===== src/rtl/csi_pkg.sv =====
package csi_pkg;
    localparam int REG_W         = 32;
    localparam int HALF_W        = 16;
    localparam int PINS_PER_SOCK = 8;
    localparam int MAX_SOCK      = REG_W / HALF_W;

    // pin index within a socket's 8-bit pin group
    localparam int P_RDY  = 0;
    localparam int P_CD1  = 3;
    localparam int P_CD2  = 4;

    // bit positions inside a 16-bit half
    localparam int B_PIN   = 8;
    localparam int B_RLOW  = 7;
    localparam int B_RHIGH = 6;
    localparam int B_RRISE = 5;
    localparam int B_RFALL = 4;

    localparam logic [HALF_W-1:0] HALF_LATCH = 16'hFF30;
    localparam logic [HALF_W-1:0] HALF_LOW   = 16'h0080;

    typedef enum logic [1:0] {
        A_PINS = 2'd0,
        A_STAT = 2'd1,
        A_EN   = 2'd2,
        A_NONE = 2'd3
    } reg_addr_e;
endpackage


===== src/rtl/csi_sync.sv =====
module csi_sync #(
    parameter int W = 16
) (
    input  logic         clk,
    input  logic         rst_n,
    input  logic [W-1:0] raw_i,
    output logic [W-1:0] sync_o
);
    typedef struct packed {
        logic [W-1:0] s1;
        logic [W-1:0] s2;
    } sync_st_t;

    sync_st_t st_d, st_q;

    always_comb begin
        st_d.s1 = raw_i;
        st_d.s2 = st_q.s1;
    end

    always_ff @(posedge clk) begin
        if (!rst_n) st_q <= '0;
        else        st_q <= st_d;
    end

    assign sync_o = st_q.s2;
endmodule


===== src/rtl/csi_sock_events.sv =====
module csi_sock_events
    import csi_pkg::*;
(
    input  logic                     clk,
    input  logic                     rst_n,
    input  logic [PINS_PER_SOCK-1:0] pins_i,
    output logic [HALF_W-1:0]        set_o,
    output logic [HALF_W-1:0]        live_o,
    output logic [HALF_W-1:0]        pinview_o,
    output logic                     present_o,
    output logic                     rdy_low_o
);
    typedef struct packed {
        logic [PINS_PER_SOCK-1:0] prev;
    } ev_st_t;

    ev_st_t st_d, st_q;
    logic [PINS_PER_SOCK-1:0] edge_w;
    logic                     agree_w;

    always_comb begin
        st_d.prev = pins_i;
        edge_w    = pins_i ^ st_q.prev;
        agree_w   = (pins_i[P_CD1] == pins_i[P_CD2]);
        set_o     = '0;
        for (int p = 0; p < PINS_PER_SOCK; p++) begin
            if (p == P_CD1 || p == P_CD2) set_o[B_PIN+p] = edge_w[p] & agree_w;
            else                          set_o[B_PIN+p] = edge_w[p];
        end
        set_o[B_RRISE] = edge_w[P_RDY] &  pins_i[P_RDY];
        set_o[B_RFALL] = edge_w[P_RDY] & ~pins_i[P_RDY];

        live_o          = '0;
        live_o[B_RLOW]  = ~pins_i[P_RDY];
        live_o[B_RHIGH] =  pins_i[P_RDY];

        pinview_o = {pins_i, {(HALF_W-PINS_PER_SOCK){1'b0}}};
        present_o = ~pins_i[P_CD1] & ~pins_i[P_CD2];
        rdy_low_o = ~pins_i[P_RDY];
    end

    always_ff @(posedge clk) begin
        if (!rst_n) st_q <= '0;
        else        st_q <= st_d;
    end
endmodule


===== src/rtl/csi_regs.sv =====
module csi_regs
    import csi_pkg::*;
(
    input  logic                 clk,
    input  logic                 rst_n,
    input  logic [REG_W-1:0]     set_i,
    input  logic                 we_i,
    input  logic [1:0]           addr_i,
    input  logic [MAX_SOCK-1:0]  hsel_i,
    input  logic [REG_W-1:0]     wdata_i,
    output logic [REG_W-1:0]     stat_o,
    output logic [REG_W-1:0]     en_o
);
    localparam logic [REG_W-1:0] LATCH_MASK = {MAX_SOCK{HALF_LATCH}};

    typedef struct packed {
        logic [REG_W-1:0] stat;
        logic [REG_W-1:0] en;
    } reg_st_t;

    reg_st_t          st_d, st_q;
    logic [REG_W-1:0] hmask;
    logic [REG_W-1:0] clr;

    always_comb begin
        for (int h = 0; h < MAX_SOCK; h++) begin
            hmask[h*HALF_W +: HALF_W] = {HALF_W{hsel_i[h]}};
        end
        clr  = '0;
        st_d = st_q;
        if (we_i && addr_i == A_STAT) clr = wdata_i & hmask;
        // a set arriving in the same cycle as a clear wins
        st_d.stat = ((st_q.stat & ~clr) | set_i) & LATCH_MASK;
        if (we_i && addr_i == A_EN) st_d.en = (st_q.en & ~hmask) | (wdata_i & hmask);
    end

    always_ff @(posedge clk) begin
        if (!rst_n) st_q <= '0;
        else        st_q <= st_d;
    end

    assign stat_o = st_q.stat;
    assign en_o   = st_q.en;
endmodule


===== src/rtl/card_status_irq.sv =====
module card_status_irq
    import csi_pkg::*;
#(
    parameter int NUM_SOCK = 2   // 1 or 2
) (
    input  logic                              clk,
    input  logic                              rst_n,
    input  logic [NUM_SOCK*PINS_PER_SOCK-1:0] sock_pins_i,
    input  logic                              bus_we,
    input  logic [1:0]                        bus_addr,
    input  logic [1:0]                        bus_hsel,
    input  logic [31:0]                       bus_wdata,
    output logic [31:0]                       bus_rdata,
    output logic                              sc_irq_o,
    output logic [NUM_SOCK-1:0]               card_irq_o,
    output logic [NUM_SOCK-1:0]               card_present_o
);
    localparam int PW      = NUM_SOCK * PINS_PER_SOCK;
    localparam int UNUSED  = HALF_W * (MAX_SOCK - NUM_SOCK);
    localparam logic [REG_W-1:0] LOW_MASK = {MAX_SOCK{HALF_LOW}};

    logic [PW-1:0]    pins_sync;
    logic [REG_W-1:0] set_vec, live_vec, pin_view;
    logic [REG_W-1:0] stat_latched, enable_w, stat_view;
    logic [NUM_SOCK-1:0] rdy_low;

    csi_sync #(.W(PW)) u_sync (
        .clk    (clk),
        .rst_n  (rst_n),
        .raw_i  (sock_pins_i),
        .sync_o (pins_sync)
    );

    for (genvar s = 0; s < NUM_SOCK; s++) begin : g_sock
        localparam int LSB = REG_W - HALF_W * (s + 1);
        csi_sock_events u_ev (
            .clk       (clk),
            .rst_n     (rst_n),
            .pins_i    (pins_sync[s*PINS_PER_SOCK +: PINS_PER_SOCK]),
            .set_o     (set_vec[LSB +: HALF_W]),
            .live_o    (live_vec[LSB +: HALF_W]),
            .pinview_o (pin_view[LSB +: HALF_W]),
            .present_o (card_present_o[s]),
            .rdy_low_o (rdy_low[s])
        );
        assign card_irq_o[s] = enable_w[LSB + B_RLOW] & rdy_low[s];
    end

    if (UNUSED > 0) begin : g_unused
        assign set_vec[UNUSED-1:0]  = '0;
        assign live_vec[UNUSED-1:0] = '0;
        assign pin_view[UNUSED-1:0] = '0;
    end

    csi_regs u_regs (
        .clk     (clk),
        .rst_n   (rst_n),
        .set_i   (set_vec),
        .we_i    (bus_we),
        .addr_i  (bus_addr),
        .hsel_i  (bus_hsel),
        .wdata_i (bus_wdata),
        .stat_o  (stat_latched),
        .en_o    (enable_w)
    );

    assign stat_view = stat_latched | live_vec;
    assign sc_irq_o  = |(stat_view & enable_w & ~LOW_MASK);

    always_comb begin
        case (bus_addr)
            A_PINS:  bus_rdata = pin_view;
            A_STAT:  bus_rdata = stat_view;
            A_EN:    bus_rdata = enable_w;
            default: bus_rdata = '0;
        endcase
    end
endmodule


===== config.mk =====
export PLATFORM = sky130hd
export DESIGN_NAME = card_status_irq
export DESIGN_NICKNAME = d
export VERILOG_FILES = /design/src/rtl/csi_pkg.sv /design/src/rtl/csi_sync.sv /design/src/rtl/csi_sock_events.sv /design/src/rtl/csi_regs.sv /design/src/rtl/card_status_irq.sv
export SDC_FILE = /design/constraint.sdc
export NUM_CORES = 1
export LEC_CHECK = 0
export ABC_AREA = 1
export BUFFER_PORTS_ARGS = -buffer_cell sky130_fd_sc_hd__buf_2
export CORE_UTILIZATION = 54
export DETAILED_ROUTE_END_ITERATION = 10
export HOLD_SLACK_MARGIN = 0.1
export PLACE_DENSITY = 0.86
export SYNTH_ARGS = -nofsm -noshare
export SYNTH_HDL_FRONTEND = slang
export SYNTH_SLANG_ARGS = --single-unit

===== constraint.sdc =====
create_clock -name clk -period 1.4 [get_ports clk]
set_input_delay 0.21 -clock clk [delete_from_list [all_inputs] [get_ports clk]]
set_output_delay 0.21 -clock clk [all_outputs]
set_load 0.01 [all_outputs]

==> flow_metrics.env, run 1 <==
export IMPL_dieHeight_microns=92.3
export IMPL_finalCriticalPeriod_ns=1.50
export IMPL_portBuffers=91
export IMPL_first_iter_violations=251
export IMPL_gp_congestion=0.866
export IMPL_synth_top_family_by_area="simple AND/OR/NAND/NOR gates"
export IMPL_cts_htree_levels=3
export IMPL_die_area_sq_um=8520
export IMPL_syn_nets=722
export IMPL_synth_largest_area_cell="dfxtp_1"
export IMPL_drc=0
export IMPL_relSlewSlack_pct=77.5
export IMPL_fin_nets=848
export IMPL_synthSimpleGateAreaFrac_pct=30.3
export IMPL_power_mw=5.60
export IMPL_path_clk_slew_ns=0.10
export IMPL_yosys_warnings=0
export IMPL_die_w_microns=92.3
export IMPL_n_antenna_cell=0
export IMPL_num_vias=4415
export IMPL_synth_area_per_cell_sq_um=6.66
export IMPL_power_density_nw_per_um2=990
export IMPL_fin_hold_ws_ns=0.102
export IMPL_synth_compound_area_share_pct=6.25
export IMPL_wl_per_cell_microns=12.6
export IMPL_root_buffer="clkbuf_8"
export IMPL_synthAdderAreaFrac_pct=1.70
export IMPL_p_leak_nw=3.13
export IMPL_end_kind="output pin"
export IMPL_grt_pass1_vias=4063
export IMPL_synthXorXnorAreaFrac_pct=1.99
export IMPL_antenna_left=0
export IMPL_vias_per_cell=4.94
export IMPL_fmax_mhz=669
export IMPL_synthTopCellsByArea="dfxtp_1 (45%), nand2_1 (19%), inv_1 (11%), nor2_1 (5.6%), nand3_1 (4.5%)"
export IMPL_violations="setup timing"
export IMPL_finalCritPeriodShare_pct=107
export IMPL_worstSetupStartpointType="flip-flop"
export IMPL_ioPinCount=92
export IMPL_grt_antenna_before_repair=0
export IMPL_timing_final_ws_setup_ns=-0.0958
export IMPL_ys_ff_latch=100
export IMPL_r2r_slack_ns=0.28
export IMPL_slew_violations=0
export IMPL_crit_path_top_delay_cell="dfxtp_4"
export IMPL_synth_top_cell_area_share_pct=45.5
export IMPL_clockBufferDepth=2
export IMPL_clock_sinks=100
export IMPL_syn_inst=661
export IMPL_pre_cts_ws_ns=0.0707
export IMPL_drive_gt1_share_pct=21.6
export IMPL_grt_overflow=0
export IMPL_fin_area_sq_um=5660
export IMPL_fill_cells=634
export IMPL_fin_setup_tns_ns=-0.0958
export IMPL_num_rows=32
export IMPL_crit_fanout=3
export IMPL_detailed_place_hpwl_mm=7.31
export IMPL_clk_latency_ns=0.35
export IMPL_fin_util_pct=72.4
export IMPL_cp_arrival_ns=1.29
export IMPL_grt_pass1_wl_mm=18.1
export IMPL_placed_cell_area_sq_um=5010
export IMPL_multi_input_comb_area_sq_um=1820
export IMPL_synthMuxAreaShare_pct=0
export IMPL_hold_viol_final=0
export IMPL_path_cells="nand2_1, nand2_1, nor2_1, nand2_1, nor2_1, nand2_1, buf_6"
export IMPL_synth_distinct_cells=20
export IMPL_path_common_cell="nand2_1"
export IMPL_finClkSkew_ns=0.00690
export IMPL_min_delay_path_class="in -> reg"
export IMPL_cts_buffers=9
export IMPL_start_util_pct=56.4
export IMPL_drt_wl_total_mm=11.3
export IMPL_rsz0062_at_grt="true"
export IMPL_netlist_area_sq_um=4400
export IMPL_syn_to_final_growth_pct=28.4
export IMPL_drtPass1Iterations=5
export IMPL_grt_max_degree=41
export IMPL_core_area_sq_um=7810
export IMPL_ys_seq_area_share_pct=45.5
export IMPL_setup_viol=1
export IMPL_crit_type="reg -> out"
export IMPL_worst_slew_pin_slew_ns=0.337
export IMPL_maxCapViolations=0
export IMPL_cts_tree="built"
export IMPL_outcome="finished, violations left"
export IMPL_ff_latch_area_sq_um=2030
export IMPL_final_instance_count_excl_fill=894
export IMPL_cp_slowest_stage_delay_ns=0.37
export IMPL_grt_total_usage_pct=26.7
export IMPL_ir_drop_uv=629
export IMPL_worstPathRequired_ns=1.19
export IMPL_place_inst=839
## power by group
part	switching (mW)	internal, mW
Sequential	0.0800	2.97
Clock	0.971	0.828
Combinational	0.409	0.339
Total	1.46	4.14
## routing by layer
layer | up-vias | GRT usage [%] | routed length, microns
met4 | 0 | 11.8 | 323
li1 | 2203 | - | -
met5 | - | 0 | 0
met3 | 37 | 5.01 | 752
met1 | 1987 | 30.8 | 4600
met2 | 188 | 47.7 | 5620
## path summary, 6_finish.rpt
| check | start | end | cells after the start |
|---|---|---|---|
| worst min register to register | u_sync.st_d[3] | u_sync.sync_o[3] | 2 |
| worst max register to register | u_sync.sync_o[12] | u_regs.stat_o[12] | 5 |
| worst max-delay path | u_sync.sync_o[0] | sc_irq_o | 7 |
| worst min-delay path | bus_wdata[3] | flip-flop | 3 |
## cell type report
| type | instances | share of cell area, % |
|---|---|---|
| clock inverters | 6 | 1.13 |
| inverters | 129 | 8.56 |
| clock buffers | 10 | 2.26 |
| well taps | 102 | 2.26 |
| multi-input cells | 400 | 32.1 |
| flip-flops and latches | 100 | 35.9 |
| repair buffers | 147 | 17.8 |
## critical path, delay by kind of cell (launching register included)
family                 cells  cell delay (ns)
buffers and inverters      1             0.12
DFF                        1             0.37
and+or+nand+nor            6             0.45
## cell usage in the layout, fill, tap and decap left out, drive strengths merged
master,count
a21oi,25
a22o,2
buf,120
bufinv,1
clkbuf,11
clkinv,2
clkinvlp,2
dfxtp,100
dlygate4sd3,26
ha,6
inv,130
nand2,229
nand3,40
nand4,2
nor2,67
o211ai,13
o21ai,2
o22ai,4
xnor2,10
## synth_stat cells
cell,instances
buf_2,15
a21oi_1,25
o211ai_1,13
nor2_4,1
inv_1,128
o22ai_1,4
xnor2_1,10
o21ai_0,2
nand4_1,2
buf_4,2
buf_1,2
clkbuf_1,13
nand2_1,228
inv_2,1
nand3_1,40
nor2_1,66
nand2_2,1
dfxtp_1,100
ha_1,6
a22o_1,2
## cell families after synthesis
group,Yosys count
adders and majority gates,6
buffers and inverters,161
DFF,100
and+or+nand+nor,338
AOI/OAI and AO/OA,46
xor gates and xnor gates,10
## repair_timing
action	in CTS	in global routing
setup buffers	7	5
hold buffers	26	0
resized for setup	14	23
gates cloned	0	1
setup endpoints to repair	4	17
endpoints found under the hold margin	26	0
pin swaps	10	11
Note: power is estimated with default switching activity, not from simulation.
==> run 2, diff against run 1 <==
--- a/config.mk
+++ b/config.mk
@@ -6,9 +6,10 @@
 export NUM_CORES = 1
 export LEC_CHECK = 0
 export ABC_AREA = 1
-export BUFFER_PORTS_ARGS = -buffer_cell sky130_fd_sc_hd__buf_2
+export BUFFER_PORTS_ARGS = -buffer_cell sky130_fd_sc_hd__clkbuf_2
 export CORE_UTILIZATION = 54
 export DETAILED_ROUTE_END_ITERATION = 10
+export GPL_TIMING_DRIVEN = 0
 export HOLD_SLACK_MARGIN = 0.1
 export PLACE_DENSITY = 0.86
 export SYNTH_ARGS = -nofsm -noshare
==> constraint.sdc (replaced) <==
create_clock -name clk -period 1.4 [get_ports clk]
set_input_delay 0 -clock clk [delete_from_list [all_inputs] [get_ports clk]]
set_output_delay 0 -clock clk [all_outputs]
set_load 0.01 [all_outputs]
==> run 2 against run 1 <==
  * The run now ends clean
  * Worst setup slack improved by 0.14 ns
  * Total power rose by 5.3%
  * Non-clock buffer count rose by 27
  * Routed wire length rose by 8.1%
  * First-iteration DRC count rose by 49%
  * Register-to-register slack got worse by 0.10 ns
  * Clock power rose by 17%
  * Fmax rose by 10%
==> flow_metrics.env, run 2 (synthesized netlist as in run 1, its figures left out) <==
export IMPL_rsz0062_at_grt="false"
export IMPL_drc=0
export IMPL_grt_antenna_before_repair=0
export IMPL_min_delay_path_class="in -> reg"
export IMPL_cp_slowest_stage_delay_ns=0.34
export IMPL_fin_setup_tns_ns=0
export IMPL_crit_path_top_delay_cell="dfxtp_1"
export IMPL_fin_area_sq_um=5750
export IMPL_cp_arrival_ns=1.36
export IMPL_relSlewSlack_pct=60.1
export IMPL_finalCritPeriodShare_pct=96.8
export IMPL_finClkSkew_ns=0.00953
export IMPL_layout_commonest_cell="nand2_1"
export IMPL_die_w_microns=92.3
export IMPL_path_cells="nand2_1, nand2_1, nor2_2, nand2_1, nor2_1, nand2_1, clkbuf_2"
export IMPL_slew_violations=0
export IMPL_ioPinCount=92
export IMPL_fill_cells=608
export IMPL_crit_type="reg -> out"
export IMPL_first_iter_violations=374
export IMPL_hold_viol_final=0
export IMPL_path_clk_slew_ns=0.10
export IMPL_worstPathRequired_ns=1.40
export IMPL_wl_per_cell_microns=13.3
export IMPL_crit_fanout=3
export IMPL_fin_nets=875
export IMPL_core_area_sq_um=7810
export IMPL_dieHeight_microns=92.3
export IMPL_outcome="finished, final reports clean"
export IMPL_path_common_cell="nand2_1"
export IMPL_die_area_sq_um=8520
export IMPL_power_density_nw_per_um2=1030
export IMPL_ir_drop_uv=560
export IMPL_cts_buffers=9
export IMPL_start_util_pct=56.4
export IMPL_cts_tree="built"
export IMPL_drt_wl_total_mm=12.2
export IMPL_grt_overflow=0
export IMPL_vias_per_cell=4.89
export IMPL_clock_sinks=100
export IMPL_n_antenna_cell=0
export IMPL_num_vias=4506
export IMPL_clockBufferDepth=2
export IMPL_drive_gt1_share_pct=15.9
export IMPL_worst_slew_pin_slew_ns=0.599
export IMPL_grt_total_usage_pct=29.2
export IMPL_fmax_mhz=738
export IMPL_antenna_left=0
export IMPL_grt_pass1_vias=4372
export IMPL_maxCapViolations=0
export IMPL_portBuffers=88
export IMPL_layout_common_cells="nand2_1 (228), inv_1 (128), dfxtp_1 (98)"
export IMPL_clk_latency_ns=0.37
export IMPL_placed_cell_area_sq_um=4970
export IMPL_grt_max_degree=19
export IMPL_syn_to_final_growth_pct=30.6
export IMPL_detailed_place_hpwl_mm=7.84
export IMPL_drtPass1Iterations=6
export IMPL_end_kind="output pin"
export IMPL_setup_viol=0
export IMPL_cts_htree_levels=3
export IMPL_power_mw=5.90
export IMPL_grt_pass1_wl_mm=19.4
export IMPL_worstSetupStartpointType="flip-flop"
export IMPL_finalCriticalPeriod_ns=1.36
export IMPL_gp_congestion=0.860
export IMPL_p_leak_nw=3.15
export IMPL_num_rows=32
export IMPL_root_buffer="clkbuf_8"
## run 2: changes by cell type in the layout (fill, tap and decap cells not counted), sizes merged
cell | before | now
buf | 120 | 19
bufinv | 1 | 2
clkbuf | 11 | 111
clkinv | 2 | 3
clkinvlp | 2 | 0
dlygate4sd3 | 26 | 53
inv | 130 | 131
## run 2: cell type report
| cell class | count | area (sq um) | share of cell area [%] |
|---|---|---|---|
| inverter | 129 | 484 | 8.42 |
| clock inverter | 7 | 106 | 1.85 |
| tap | 102 | 128 | 2.22 |
| sequential | 100 | 2010 | 34.9 |
| multi-input combinational | 400 | 1780 | 30.9 |
| buffer | 32 | 148 | 2.57 |
| clock buffer | 9 | 124 | 2.15 |
| timing repair buffer | 142 | 978 | 17.0 |
## run 2: report_power, final
group	internal, mW	total, mW	switching, mW
clock network	1.03	2.10	1.06
logic	0.331	0.754	0.423
registers	2.97	3.05	0.0788
## run 2: worst max-delay path: cells and delay by family (launching register included)
kind | cells | cell delay [ns]
buffers and inverters | 1 | 0.14
flip-flops | 1 | 0.34
AND/OR/NAND/NOR | 6 | 0.50
## run 2: layer usage
metal / track usage [%] / vias to the layer above / share of wire, %
met5: 0 / - / 0
met4: 15.2 / 0 / 3.6
met3: 4.27 / 41 / 7.2
met2: 53.6 / 208 / 50
met1: 32.4 / 2004 / 39
li1: - / 2253 / -
## run 2: path summary, 6_finish.rpt
check	startpoint	to	slack, ns	cells past startpoint
min	bus_hsel[1]	flip-flop	0.11	5
min reg2reg	u_sync.st_d[8]	u_sync.sync_o[8]	0.41	2
max reg2reg	flip-flop	flip-flop	0.18	5
max	u_regs.stat_o[15]	sc_irq_o	0.04	7
## run 2: what timing repair did
item	4_1_cts	5_1_grt
buffers inserted	0	1
resized for setup	1	5
hold buffers	53	0
endpoints found under the setup margin	1	11
hold endpoints to repair	67	0
## run 2: metrics by stage
step / cells / hold WS (ns) / setup slack [ns] / util, %
6_report: 921 / 0.113 / 0.0442 / 73.7
5_1_grt: 921 / 0.145 / 0.00873 / 73.7
4_1_cts: 920 / 0.104 / 0.0193 / 73.4
3_5_place_dp: 851 / 0.185 / 0.0212 / 63.7
3_3_place_gp: 851 / 0.181 / 0.0389 / 63.7
2_1_floorplan: 661 / 0.0976 / 0.380 / -
==> run 3, diff against run 2 <==
--- a/config.mk
+++ b/config.mk
@@ -12,6 +12,7 @@
 export GPL_TIMING_DRIVEN = 0
 export HOLD_SLACK_MARGIN = 0.1
 export PLACE_DENSITY = 0.86
+export SETUP_SLACK_MARGIN = 0.2
 export SYNTH_ARGS = -nofsm -noshare
 export SYNTH_HDL_FRONTEND = slang
 export SYNTH_SLANG_ARGS = --single-unit
==> run 3 against run 2 <==
  * Cell area grew 1.8%
  * Global-route usage grew 0.58 points
  * Register-to-register slack improved by 0.11 ns
  * Routed wire length grew 2.7%
  * Hold slack got worse by 0.020 ns
  * Worst setup slack lost 0.032 ns
  * Largest cell class unchanged
==> flow_metrics.env, run 3 (synthesized netlist as in run 1, its figures left out) <==
export IMPL_outcome="finished, final reports clean"
export IMPL_grt_antenna_before_repair=0
export IMPL_clockBufferDepth=2
export IMPL_cts_buffers=9
export IMPL_die_area_sq_um=8520
export IMPL_placed_cell_area_sq_um=4970
export IMPL_n_antenna_cell=0
export IMPL_grt_total_usage_pct=29.8
export IMPL_setup_viol=0
export IMPL_grt_overflow=0
export IMPL_ioPinCount=92
export IMPL_worstPathRequired_ns=1.40
export IMPL_core_area_sq_um=7810
export IMPL_first_iter_violations=482
export IMPL_path_clk_slew_ns=0.10
export IMPL_clk_latency_ns=0.37
export IMPL_finalCritPeriodShare_pct=99.2
export IMPL_path_common_cell="nand2_1"
export IMPL_syn_to_final_growth_pct=33.0
export IMPL_end_kind="output pin"
export IMPL_fin_area_sq_um=5860
export IMPL_final_instance_count_excl_fill=923
export IMPL_ir_drop_uv=582
export IMPL_place_inst=851
export IMPL_clock_sinks=100
export IMPL_gp_congestion=0.860
export IMPL_hold_viol_final=0
export IMPL_path_cells="nand2_1, nand2_1, nor2_1, nand2_1, nor2_1, nand2_1, clkbuf_2"
export IMPL_wl_met2_mm=6.24
export IMPL_finalCriticalPeriod_ns=1.39
export IMPL_cp_arrival_ns=1.39
export IMPL_cts_tree="built"
export IMPL_fin_util_pct=75.0
export IMPL_grt_max_degree=19
export IMPL_slew_violations=0
export IMPL_pre_cts_ws_ns=0.0212
export IMPL_fin_nets=877
export IMPL_met3_length_microns=926
export IMPL_wl_met1_mm=4.80
export IMPL_detailed_place_hpwl_mm=7.84
export IMPL_r2r_slack_ns=0.29
export IMPL_worst_slew_pin_slew_ns=0.629
export IMPL_antenna_left=0
export IMPL_fin_hold_ws_ns=0.0932
export IMPL_worstSetupStartpointType="flip-flop"
export IMPL_sequentialPowerShare_pct=51.4
export IMPL_num_vias=4602
export IMPL_fmax_mhz=720
export IMPL_timing_final_ws_setup_ns=0.0118
export IMPL_maxCapViolations=0
export IMPL_layout_common_cells="nand2_1 (225), inv_1 (122), dfxtp_1 (85)"
export IMPL_fin_setup_tns_ns=0
export IMPL_p_switching_mw=1.58
export IMPL_rsz0062_at_grt="true"
export IMPL_crit_type="reg -> out"
export IMPL_power_internal_mw=4.35
export IMPL_rr_endpoint="u_regs.stat_o[24]"
export IMPL_vias_per_cell=4.99
export IMPL_grt_pass1_wl_mm=19.8
export IMPL_relSlewSlack_pct=58.0
export IMPL_drt_wl_total_mm=12.5
export IMPL_crit_path_top_delay_cell="dfxtp_1"
export IMPL_drc=0
export IMPL_die_w_microns=92.3
export IMPL_power_mw=5.93
export IMPL_cp_slowest_stage_delay_ns=0.33
export IMPL_portBuffers=88
export IMPL_power_density_nw_per_um2=1010
export IMPL_min_delay_path_class="in -> reg"
export IMPL_crit_end="sc_irq_o"
export IMPL_p_leak_nw=3.18
export IMPL_grt_pass1_vias=4500
export IMPL_layout_commonest_cell="nand2_1"
export IMPL_dieHeight_microns=92.3
export IMPL_start_util_pct=56.4
export IMPL_drive_gt1_share_pct=20.1
export IMPL_hold_depth=5
export IMPL_r2r_start="u_sync.sync_o[0]"
export IMPL_pwr_share_clk_pct=35.3
export IMPL_root_buffer="clkbuf_8"
export IMPL_rr_worst_depth=4
export IMPL_cp_startpoint="u_regs.stat_o[11]"
export IMPL_finClkSkew_ns=0.00975
export IMPL_num_rows=32
export IMPL_top_layer_used="met4"
export IMPL_switching_share_pct=26.6
export IMPL_drtPass1Iterations=5
export IMPL_crit_fanout=3
export IMPL_combPwrFrac_pct=13.3
export IMPL_wl_per_cell_microns=13.6
export IMPL_cts_htree_levels=3
run 3: cell types whose count changed in the layout (fill, tap and decap cells not counted), moves of 5 or more:
cell      change
dfxtp_2      +10
clkbuf_2     -10
buf_6         +5
inv_1         -6
inv_2         +6
dfxtp_1      -13
buf_2         +5
run 3: layout make-up:
type / count / area (sq um)
Fill cell: 585 / 1950
Buffer: 32 / 159
Multi-Input combinational cell: 400 / 1820
Timing Repair Buffer: 144 / 1010
Inverter: 129 / 484
Clock inverter: 7 / 106
Sequential cell: 100 / 2030
Clock buffer: 9 / 124
Tap cell: 102 / 128
run 3: power groups by stage:
stage | clock network, mW | registers, mW | logic [mW]
global route | 2.22 | 3.06 | 0.868
global placement | 0 | 3.10 | 0.595
finish | 2.09 | 3.05 | 0.792
floorplan | 0 | 3.09 | 0.383
CTS | 2.11 | 3.04 | 0.748
detailed placement | 0 | 3.11 | 0.613
run 3: repair_timing:
item,in CTS,in global routing
resized for setup,14,47
hold buffers,53,0
pin swaps,6,8
gates cloned,0,0
endpoints found under the hold margin,67,0
buffers inserted,4,2
endpoints found under the setup margin,18,29
run 3: how the worst min path moves through the flow:
| stage | from | endpoint | slack (ns) |
|---|---|---|---|
| after global routing | bus_hsel[0] | flip-flop | 0.12 |
| after CTS | bus_hsel[1] | flip-flop | 0.10 |
| after floorplan | sock_pins_i[0] | u_sync.st_d[0] | 0.1 |
| final | bus_hsel[0] | flip-flop | 0.09 |
| after global placement | sock_pins_i[2] | u_sync.st_d[2] | 0.18 |
| after detailed placement | sock_pins_i[3] | u_sync.st_d[3] | 0.19 |
run 3: metal layers:
metal / vias up / GRT usage (%)
met5: - / 0
met2: 236 / 54.0
met1: 2048 / 32.7
li1: 2262 / -
met4: 0 / 17.2
met3: 56 / 4.76
run 3: worst max-delay path, delay by kind of cell, from the launching register on:
family	cells	cell delay, ns
flip-flops	1	0.33
buffers and inverters	1	0.14
AND/OR/NAND/NOR	6	0.56
